<file path="src/rtl/a429_rx_pkg.sv">
package a429_rx_pkg;

  typedef enum logic [1:0] {
    LV_NULL = 2'd0,
    LV_ZERO = 2'd1,
    LV_ONE  = 2'd2,
    LV_BAD  = 2'd3
  } line_lvl_e;

  localparam int WORD_W  = 32;
  localparam int LABEL_W = 8;

  function automatic line_lvl_e classify(input logic hi, input logic lo);
    line_lvl_e v;
    case ({hi, lo})
      2'b10:   v = LV_ONE;
      2'b01:   v = LV_ZERO;
      2'b11:   v = LV_BAD;
      default: v = LV_NULL;
    endcase
    return v;
  endfunction

endpackage

</file>
<file path="src/rtl/a429_bit_rx.sv">
module a429_bit_rx
  import a429_rx_pkg::*;
#(
  parameter int FAST_CLKS = 10,
  parameter int SLOW_CLKS = 80
) (
  input  logic              clk,
  input  logic              rst_n,
  input  logic              line_hi,
  input  logic              line_lo,
  input  logic              rate_slow,
  input  logic              suspend,
  output logic              word_vld,
  output logic [WORD_W-1:0] word
);

  localparam int CW  = $clog2(SLOW_CLKS * 2);
  localparam int NBW = $clog2(WORD_W + 1);

  line_lvl_e         lvl;
  logic [CW-1:0]     bit_clks, samp_at, gap_at;
  logic              bit_start;

  logic              prev_null_q, prev_null_d;
  logic              active_q, active_d;
  logic              err_q, err_d;
  logic              vld_q, vld_d;
  logic [CW-1:0]     cnt_q, cnt_d;
  logic [NBW-1:0]    nbits_q, nbits_d;
  logic [WORD_W-1:0] sh_q, sh_d;

  assign lvl       = classify(line_hi, line_lo);
  assign bit_clks  = rate_slow ? CW'(SLOW_CLKS) : CW'(FAST_CLKS);
  assign samp_at   = bit_clks >> 2;
  assign gap_at    = bit_clks + (bit_clks >> 1);
  assign bit_start = prev_null_q && (lvl != LV_NULL);

  always_comb begin
    prev_null_d = prev_null_q;
    active_d    = active_q;
    err_d       = err_q;
    cnt_d       = cnt_q;
    nbits_d     = nbits_q;
    sh_d        = sh_q;
    vld_d       = 1'b0;
    if (suspend) begin
      prev_null_d = 1'b0;
      active_d    = 1'b0;
      err_d       = 1'b0;
      cnt_d       = '0;
      nbits_d     = '0;
    end else begin
      prev_null_d = (lvl == LV_NULL);
      if (bit_start) begin
        active_d = 1'b1;
        cnt_d    = '0;
      end else if (active_q) begin
        cnt_d = cnt_q + 1'b1;
        if (cnt_q == samp_at) begin
          if ((lvl == LV_ONE) || (lvl == LV_ZERO)) begin
            if (nbits_q == NBW'(WORD_W)) begin
              err_d = 1'b1;
            end else begin
              sh_d    = {(lvl == LV_ONE), sh_q[WORD_W-1:1]};
              nbits_d = nbits_q + 1'b1;
            end
          end else begin
            err_d = 1'b1;
          end
        end
        if (cnt_q == gap_at) begin
          vld_d    = (nbits_q == NBW'(WORD_W)) && !err_q;
          active_d = 1'b0;
          err_d    = 1'b0;
          nbits_d  = '0;
          cnt_d    = '0;
        end
      end
    end
  end

  always_ff @(posedge clk or negedge rst_n) begin
    if (!rst_n) begin
      prev_null_q <= 1'b0;
      active_q    <= 1'b0;
      err_q       <= 1'b0;
      vld_q       <= 1'b0;
      cnt_q       <= '0;
      nbits_q     <= '0;
      sh_q        <= '0;
    end else begin
      prev_null_q <= prev_null_d;
      active_q    <= active_d;
      err_q       <= err_d;
      vld_q       <= vld_d;
      cnt_q       <= cnt_d;
      nbits_q     <= nbits_d;
      sh_q        <= sh_d;
    end
  end

  assign word_vld = vld_q;
  assign word     = sh_q;

endmodule

</file>
<file path="src/rtl/a429_lbl_table.sv">
module a429_lbl_table
  import a429_rx_pkg::*;
#(
  parameter int N_LABELS = 16
) (
  input  logic                        clk,
  input  logic                        rst_n,
  input  logic                        load,
  input  logic                        wr,
  input  logic [LABEL_W-1:0]          wr_lbl,
  input  logic [LABEL_W-1:0]          cmp_lbl,
  input  logic [$clog2(N_LABELS)-1:0] rd_idx,
  output logic                        hit,
  output logic [LABEL_W-1:0]          rd_lbl
);

  localparam int IW  = $clog2(N_LABELS);
  localparam int NUW = $clog2(N_LABELS + 1);

  logic [LABEL_W-1:0] mem_q [N_LABELS];
  logic               load_q;
  logic [NUW-1:0]     used_q, used_d, wptr;
  logic               load_rise, we;
  logic [N_LABELS-1:0] hit_vec;

  assign load_rise = load && !load_q;
  assign wptr      = load_rise ? '0 : used_q;
  assign we        = load && wr && (wptr < NUW'(N_LABELS));
  assign used_d    = we ? (wptr + 1'b1) : wptr;

  always_ff @(posedge clk or negedge rst_n) begin
    if (!rst_n) begin
      load_q <= 1'b0;
      used_q <= '0;
      for (int i = 0; i < N_LABELS; i++) mem_q[i] <= '0;
    end else begin
      load_q <= load;
      used_q <= used_d;
      if (we) mem_q[wptr[IW-1:0]] <= wr_lbl;
    end
  end

  for (genvar g = 0; g < N_LABELS; g++) begin : g_cmp
    assign hit_vec[g] = (NUW'(g) < used_q) && (mem_q[g] == cmp_lbl);
  end

  assign hit    = |hit_vec;
  assign rd_lbl = mem_q[rd_idx];

endmodule

</file>
<file path="src/rtl/a429_fifo.sv">
module a429_fifo #(
  parameter int DW    = 32,
  parameter int DEPTH = 32
) (
  input  logic                       clk,
  input  logic                       rst_n,
  input  logic                       push,
  input  logic [DW-1:0]              din,
  input  logic                       pop,
  output logic [DW-1:0]              dout,
  output logic [$clog2(DEPTH+1)-1:0] fill
);

  localparam int AW = $clog2(DEPTH);
  localparam int FW = $clog2(DEPTH + 1);

  logic [DW-1:0] mem_q [DEPTH];
  logic [AW-1:0] wp_q, wp_d, rp_q, rp_d;
  logic [FW-1:0] fill_q, fill_d;
  logic          do_push, do_pop;

  assign do_push = push && (fill_q != FW'(DEPTH));
  assign do_pop  = pop && (fill_q != '0);

  always_comb begin
    wp_d   = do_push ? wp_q + 1'b1 : wp_q;
    rp_d   = do_pop  ? rp_q + 1'b1 : rp_q;
    fill_d = fill_q;
    if (do_push && !do_pop) fill_d = fill_q + 1'b1;
    if (do_pop && !do_push) fill_d = fill_q - 1'b1;
  end

  always_ff @(posedge clk or negedge rst_n) begin
    if (!rst_n) begin
      wp_q   <= '0;
      rp_q   <= '0;
      fill_q <= '0;
    end else begin
      wp_q   <= wp_d;
      rp_q   <= rp_d;
      fill_q <= fill_d;
    end
  end

  always_ff @(posedge clk) begin
    if (do_push) mem_q[wp_q] <= din;
  end

  assign dout = mem_q[rp_q];
  assign fill = fill_q;

endmodule

</file>
<file path="src/rtl/a429_rx_filter.sv">
module a429_rx_filter
  import a429_rx_pkg::*;
#(
  parameter int FAST_BIT_CLKS = 10,
  parameter int SLOW_BIT_CLKS = 80,
  parameter int FIFO_DEPTH    = 32,
  parameter int N_LABELS      = 16
) (
  input  logic        clk,
  input  logic        rst_n,
  input  logic        line_hi,
  input  logic        line_lo,
  input  logic        rate_slow,
  input  logic        filt_en,
  input  logic        lbl_load,
  input  logic        lbl_wr,
  input  logic [7:0]  lbl_wdata,
  input  logic        lbl_dump,
  input  logic        rd_stb,
  output logic [15:0] rd_data,
  output logic        data_rdy,
  output logic        half_full,
  output logic        full
);

  localparam int BUS_W  = WORD_W / 2;
  localparam int FILL_W = $clog2(FIFO_DEPTH + 1);
  localparam int DCW    = $clog2(N_LABELS + 1);
  localparam int LIW    = $clog2(N_LABELS);

  logic              word_vld, lbl_hit, accept, dumping, pop, host_rd;
  logic [WORD_W-1:0] word, head;
  logic [FILL_W-1:0] fill;
  logic [LABEL_W-1:0] rd_lbl;
  logic [LIW-1:0]    dump_idx;
  logic              upper_q, upper_d;
  logic [DCW-1:0]    dump_q, dump_d;

  a429_bit_rx #(
    .FAST_CLKS(FAST_BIT_CLKS),
    .SLOW_CLKS(SLOW_BIT_CLKS)
  ) u_rx (
    .clk      (clk),
    .rst_n    (rst_n),
    .line_hi  (line_hi),
    .line_lo  (line_lo),
    .rate_slow(rate_slow),
    .suspend  (lbl_load),
    .word_vld (word_vld),
    .word     (word)
  );

  a429_lbl_table #(
    .N_LABELS(N_LABELS)
  ) u_tbl (
    .clk    (clk),
    .rst_n  (rst_n),
    .load   (lbl_load),
    .wr     (lbl_wr),
    .wr_lbl (lbl_wdata),
    .cmp_lbl(word[LABEL_W-1:0]),
    .rd_idx (dump_idx),
    .hit    (lbl_hit),
    .rd_lbl (rd_lbl)
  );

  assign accept = word_vld && (!filt_en || lbl_hit) && (fill != FILL_W'(FIFO_DEPTH));

  a429_fifo #(
    .DW   (WORD_W),
    .DEPTH(FIFO_DEPTH)
  ) u_fifo (
    .clk  (clk),
    .rst_n(rst_n),
    .push (accept),
    .din  (word),
    .pop  (pop),
    .dout (head),
    .fill (fill)
  );

  assign dumping  = (dump_q != '0);
  assign dump_idx = LIW'(N_LABELS - int'(dump_q));
  assign host_rd  = rd_stb && !lbl_dump && !dumping && (fill != '0);
  assign pop      = host_rd && upper_q;

  always_comb begin
    upper_d = upper_q;
    dump_d  = dump_q;
    if (lbl_dump) begin
      dump_d = DCW'(N_LABELS);
    end else if (rd_stb && dumping) begin
      dump_d = dump_q - 1'b1;
    end
    if (host_rd) upper_d = !upper_q;
  end

  always_ff @(posedge clk or negedge rst_n) begin
    if (!rst_n) begin
      upper_q <= 1'b0;
      dump_q  <= '0;
    end else begin
      upper_q <= upper_d;
      dump_q  <= dump_d;
    end
  end

  assign rd_data   = dumping ? {{(BUS_W-LABEL_W){1'b0}}, rd_lbl}
                             : (upper_q ? head[WORD_W-1:BUS_W] : head[BUS_W-1:0]);
  assign data_rdy  = (fill != '0);
  assign half_full = (fill >= FILL_W'(FIFO_DEPTH / 2));
  assign full      = (fill == FILL_W'(FIFO_DEPTH));

endmodule

</file>
<file path="config.mk">
export PLATFORM = sky130hd
export DESIGN_NAME = a429_rx_filter
export DESIGN_NICKNAME = d
export VERILOG_FILES = /design/src/rtl/a429_rx_pkg.sv /design/src/rtl/a429_bit_rx.sv /design/src/rtl/a429_lbl_table.sv /design/src/rtl/a429_fifo.sv /design/src/rtl/a429_rx_filter.sv
export SDC_FILE = /design/constraint.sdc
export NUM_CORES = 2
export LEC_CHECK = 0
export BUFFER_PORTS_ARGS = -buffer_cell sky130_fd_sc_hd__buf_2
export CORE_UTILIZATION = 40
export CTS_CLUSTER_DIAMETER = 200
export DETAILED_ROUTE_END_ITERATION = 12
export GPL_TIMING_DRIVEN = 0
export PLACE_DENSITY = 0.6
export SLEW_MARGIN = 30
export SYNTH_ARGS = -nofsm -noshare
export SYNTH_HDL_FRONTEND = slang
export SYNTH_HIERARCHICAL = 1
export SYNTH_SLANG_ARGS = --single-unit
</file>
<file path="constraint.sdc">
create_clock -name clk -period 4.7 [get_ports clk]
set_input_delay 0.94 -clock clk [delete_from_list [all_inputs] [get_ports clk]]
set_output_delay 0.94 -clock clk [all_outputs]
set_load 0.02 [all_outputs]
</file>
==> run metrics <==
status finished clean; total power between 20 and 25 mW; clock network power share 0.403; #FFs+latches synth 1,230; final WL 130,300 um; Residual DRC 0; post-DR wirelength/cell about 28 um; Worst-Margin Slew between 0.9 and 1 ns; TritonCTS clock tree done; post-synth top area cell edfxtp_1; min Tclk post-route approximately 4.7 ns; max frequency between 200 and 250 MHz; final net count 2,924; syn_area_per_cell around 19 sq um; Crit. End Element primary output; Mapped Nets 2,697; first-pass iteration count of the detailed router 6; yosys warns 6; Worst-Skew Late Latency about 0.74 ns; antenna violations before repair 1; I/O pin count 37; crit path kind reg2out; unique cell type count in the Yosys netlist 75; Post-synth EDFFs roughly 1,000; Die ar. 128,200 sq um; vias per cell 5.688; Cell Area, Synth a little over 50,000 sq um; ys async rst share 0.1675; gp weighted congestion roughly 0.89; combinational share of power 0.112; grt ovf 0; Req. time, crit path ~3.8 ns; pin count of the biggest net entering global routing between 80 and 90; setup skew after layout 0.05967 ns; DIE HEIGHT ~360 um; # setup viols final 0; first-pass GRT wire length approximately 190,000 um; top cells by area, synth edfxtp_1 61%, mux4_2 10%, dfrtp_1 10%; sw frac 0.2378; CTS H-tree depth 3; Starting Density 0.4033; row count 130; cts hold-fix bufs 0; core area approximately 130,000 sq um; Hold Crit Class in2async; port buffer count 35; Psw around 6 mW; internal power between 15 and 20 mW; Seq pwr share 0.485; Root Driver clkbuf_16; Primary FF master, synth edfxtp_1; Clk pin slew, worst setup/hold paths approximately 0.06 ns; vias 26,390; Hold Fails Final Rpt 0; DIE WIDTH 358.1 um; critical path arrival around 3.8 ns; setup tns final 0 ns; Peak supply drop around 0.34 mV; DR iter-0 viols between 2,000 and 3,000; post-DP HPWL 89,700 um; gate count after technology mapping roughly 2,700; Slew Limit Fails 0; gr usage total 0.2036; DRT antenna net count 0; Max FO, Critical Path 10; area fraction of the dominant cell type after synthesis 0.6064; CP startpoint kind register; Area Growth Syn to Fin 17.08%; Filler Cells Inserted roughly 10,000; register area share after synthesis 0.7080; total CTS buffers 119; clock tree buffer depth 3; layout cell share with drive strength beyond 1 0.3168; vias in the first global route 27,080; CTS sink cnt between 1,000 and 1,500; # diodes 0; Worst slew margin 0.3965; Leak ~22 nW; Final Cycle Share 0.9993; RSZ-0062 raised after global routing false; pwr/cell area around 420 nW/um^2; max-cap violations 0
-- power groups by stage --
stage          combinational [mW]  clock, mW  sequential, mW
2_1_floorplan                1.95          0            12.2
3_3_place_gp                 2.74          0            12.3
3_5_place_dp                 2.77          0            12.3
4_1_cts                      2.82       10.2            12.1
5_1_grt                      2.95       10.6            12.1
6_report                     2.78       10.0            12.1
-- sequential cells by signal, indices dropped and copies added, names as in the netlist --
name,flops
u_fifo/mem_q,1024
u_tbl/mem_q,128
u_rx/word,32
u_rx/cnt_q,8
u_fifo/fill,6
u_rx/nbits_q,6
dump_q,5
u_fifo/rp_q,5
u_fifo/wp_q,5
u_tbl/used_q,5
u_rx/active_q,1
u_rx/err_q,1
u_rx/prev_null_q,1
u_rx/word_vld,1
u_tbl/load_q,1
upper_q,1
-- cell type report --
class | instances | area, sq um | share of cell area
Clock inverter | 69 | 898.4 | 0.01513
Sequential cell | 1230 | 35960 | 0.6057
Tap cell | 1650 | 2064 | 0.03477
Buffer | 158 | 1099 | 0.01850
Multi-Input combinational cell | 1247 | 14220 | 0.2395
Inverter | 21 | 78.83 | 0.001328
Timing Repair Buffer | 108 | 1779 | 0.02997
Clock buffer | 156 | 3268 | 0.05505
-- path summary, 6_finish.rpt --
kind / start / to / slack (ns) / depth (start not counted)
min in group clk: lbl_dump / dump_q[0] / 0.49 / 2
max reg2reg: u_rx/word[1] / u_fifo/fill[5] / 0.03 / 18
max in group asynchronous: rst_n / u_rx/word[4] / 3.30 / 3
min: rst_n / u_rx/word[24] / 0.15 / 1
max: u_fifo/rp_q[0] / rd_data[4] / 0.003 / 9
min reg2reg: u_rx/err_q / u_rx/word_vld / 0.52 / 2
-- critical path, cell delays in order, from the launching register on --
cell and delay, ns:
dfrtp_1 0.38, buf_6 0.16, buf_6 0.25, buf_4 0.31, mux4_2 0.57, a22oi_2 0.28, a22oi_1 0.22, mux2i_1 0.46
o21ai_2 0.17, buf_2 0.20
-- placed cells by master (no fill, tap or decap), types with 56 or more instances in the layout --
master        n
edfxtp_1   1024
mux2i_1     136
clkbuf_16   120
mux2_2      125
o221ai_1     62
a22oi_1      77
dfrtp_1     175
mux4_2      233
buf_2        56
xnor2_1     101
a21oi_1      63
-- logic make-up (layout without fill, tap and decap cells) --
| family | count (synthesis) | count (layout) | synth area share |
|---|---|---|---|
| flops | 1230 | 1230 | 0.7080 |
| mux | 539 | 539 | 0.1701 |
| compound gates | 313 | 313 | 0.04362 |
| simple gates | 227 | 227 | 0.02620 |
| buf+inv | 181 | 512 | 0.02134 |
| xor+xnor | 147 | 147 | 0.02539 |
| fa+ha+maj | 21 | 21 | 0.005329 |
-- timing repair --
item | 4_1_cts | 5_1_grt
pin swaps | 2 | 0
gates resized for setup | 95 | 35
endpoints found under the hold margin | 0 | 0
setup endpoints to repair | 1009 | 16
setup buffers | 7 | 14
-- synth_stat cells (4+ instances only) --
| cell type | number |
|---|---|
| edfxtp_1 | 1024 |
| mux4_2 | 233 |
| dfrtp_1 | 206 |
| mux2i_1 | 143 |
| mux2_2 | 125 |
| xnor2_1 | 101 |
| a22oi_1 | 94 |
| a21oi_1 | 78 |
| o221ai_1 | 62 |
| clkbuf_1 | 61 |
| nor2_1 | 53 |
| xor2_1 | 46 |
| buf_6 | 34 |
| buf_4 | 32 |
| nand2_1 | 31 |
| mux2_4 | 30 |
| nand4_1 | 26 |
| o21ai_0 | 24 |
| buf_2 | 21 |
| inv_1 | 21 |
| ha_1 | 20 |
| nand3_1 | 15 |
| nor4_1 | 15 |
| a31oi_1 | 12 |
| buf_1 | 11 |
| nand2b_1 | 10 |
| mux2_1 | 8 |
| nand3b_1 | 8 |
| nor2_2 | 8 |
| nor2b_1 | 8 |
| nor3_1 | 8 |
| a211oi_1 | 7 |
| and3_1 | 6 |
| a21o_1 | 5 |
| nand2_2 | 5 |
| or4_1 | 5 |
| a22o_1 | 4 |
| nor2_8 | 4 |
-- metal layers --
metal / global-route usage / vias up / routed length, um / share of wire
li1: - / 11270 / - / -
met3: 0.04534 / 167 / 10440 / 0.080
met2: 0.3294 / 932 / 63140 / 0.48
met4: 0.06383 / 2 / 3519 / 0.027
met1: 0.2740 / 14010 / 53200 / 0.41
met5: 0 / - / 13 / 0.00010
-- stage by stage --
step | instance area [sq um] | utilization | cells | hold WS [ns] | worst slack, ns
final | 59370 | 0.4722 | 4639 | 0.1463 | 0.003333
after global routing | 59370 | 0.4722 | 4639 | 0.1699 | 0.0004845
after CTS | 59100 | 0.4701 | 4625 | 0.1288 | -0.01241
after detailed placement | 54620 | 0.4344 | 4395 | 0.5136 | -0.9887
after global placement | 52950 | 0.4211 | 4343 | 0.5108 | -2.669
after floorplan | 50710 | - | 2658 | 0.4840 | 0.5485
Power figures use the tool's default switching activity.
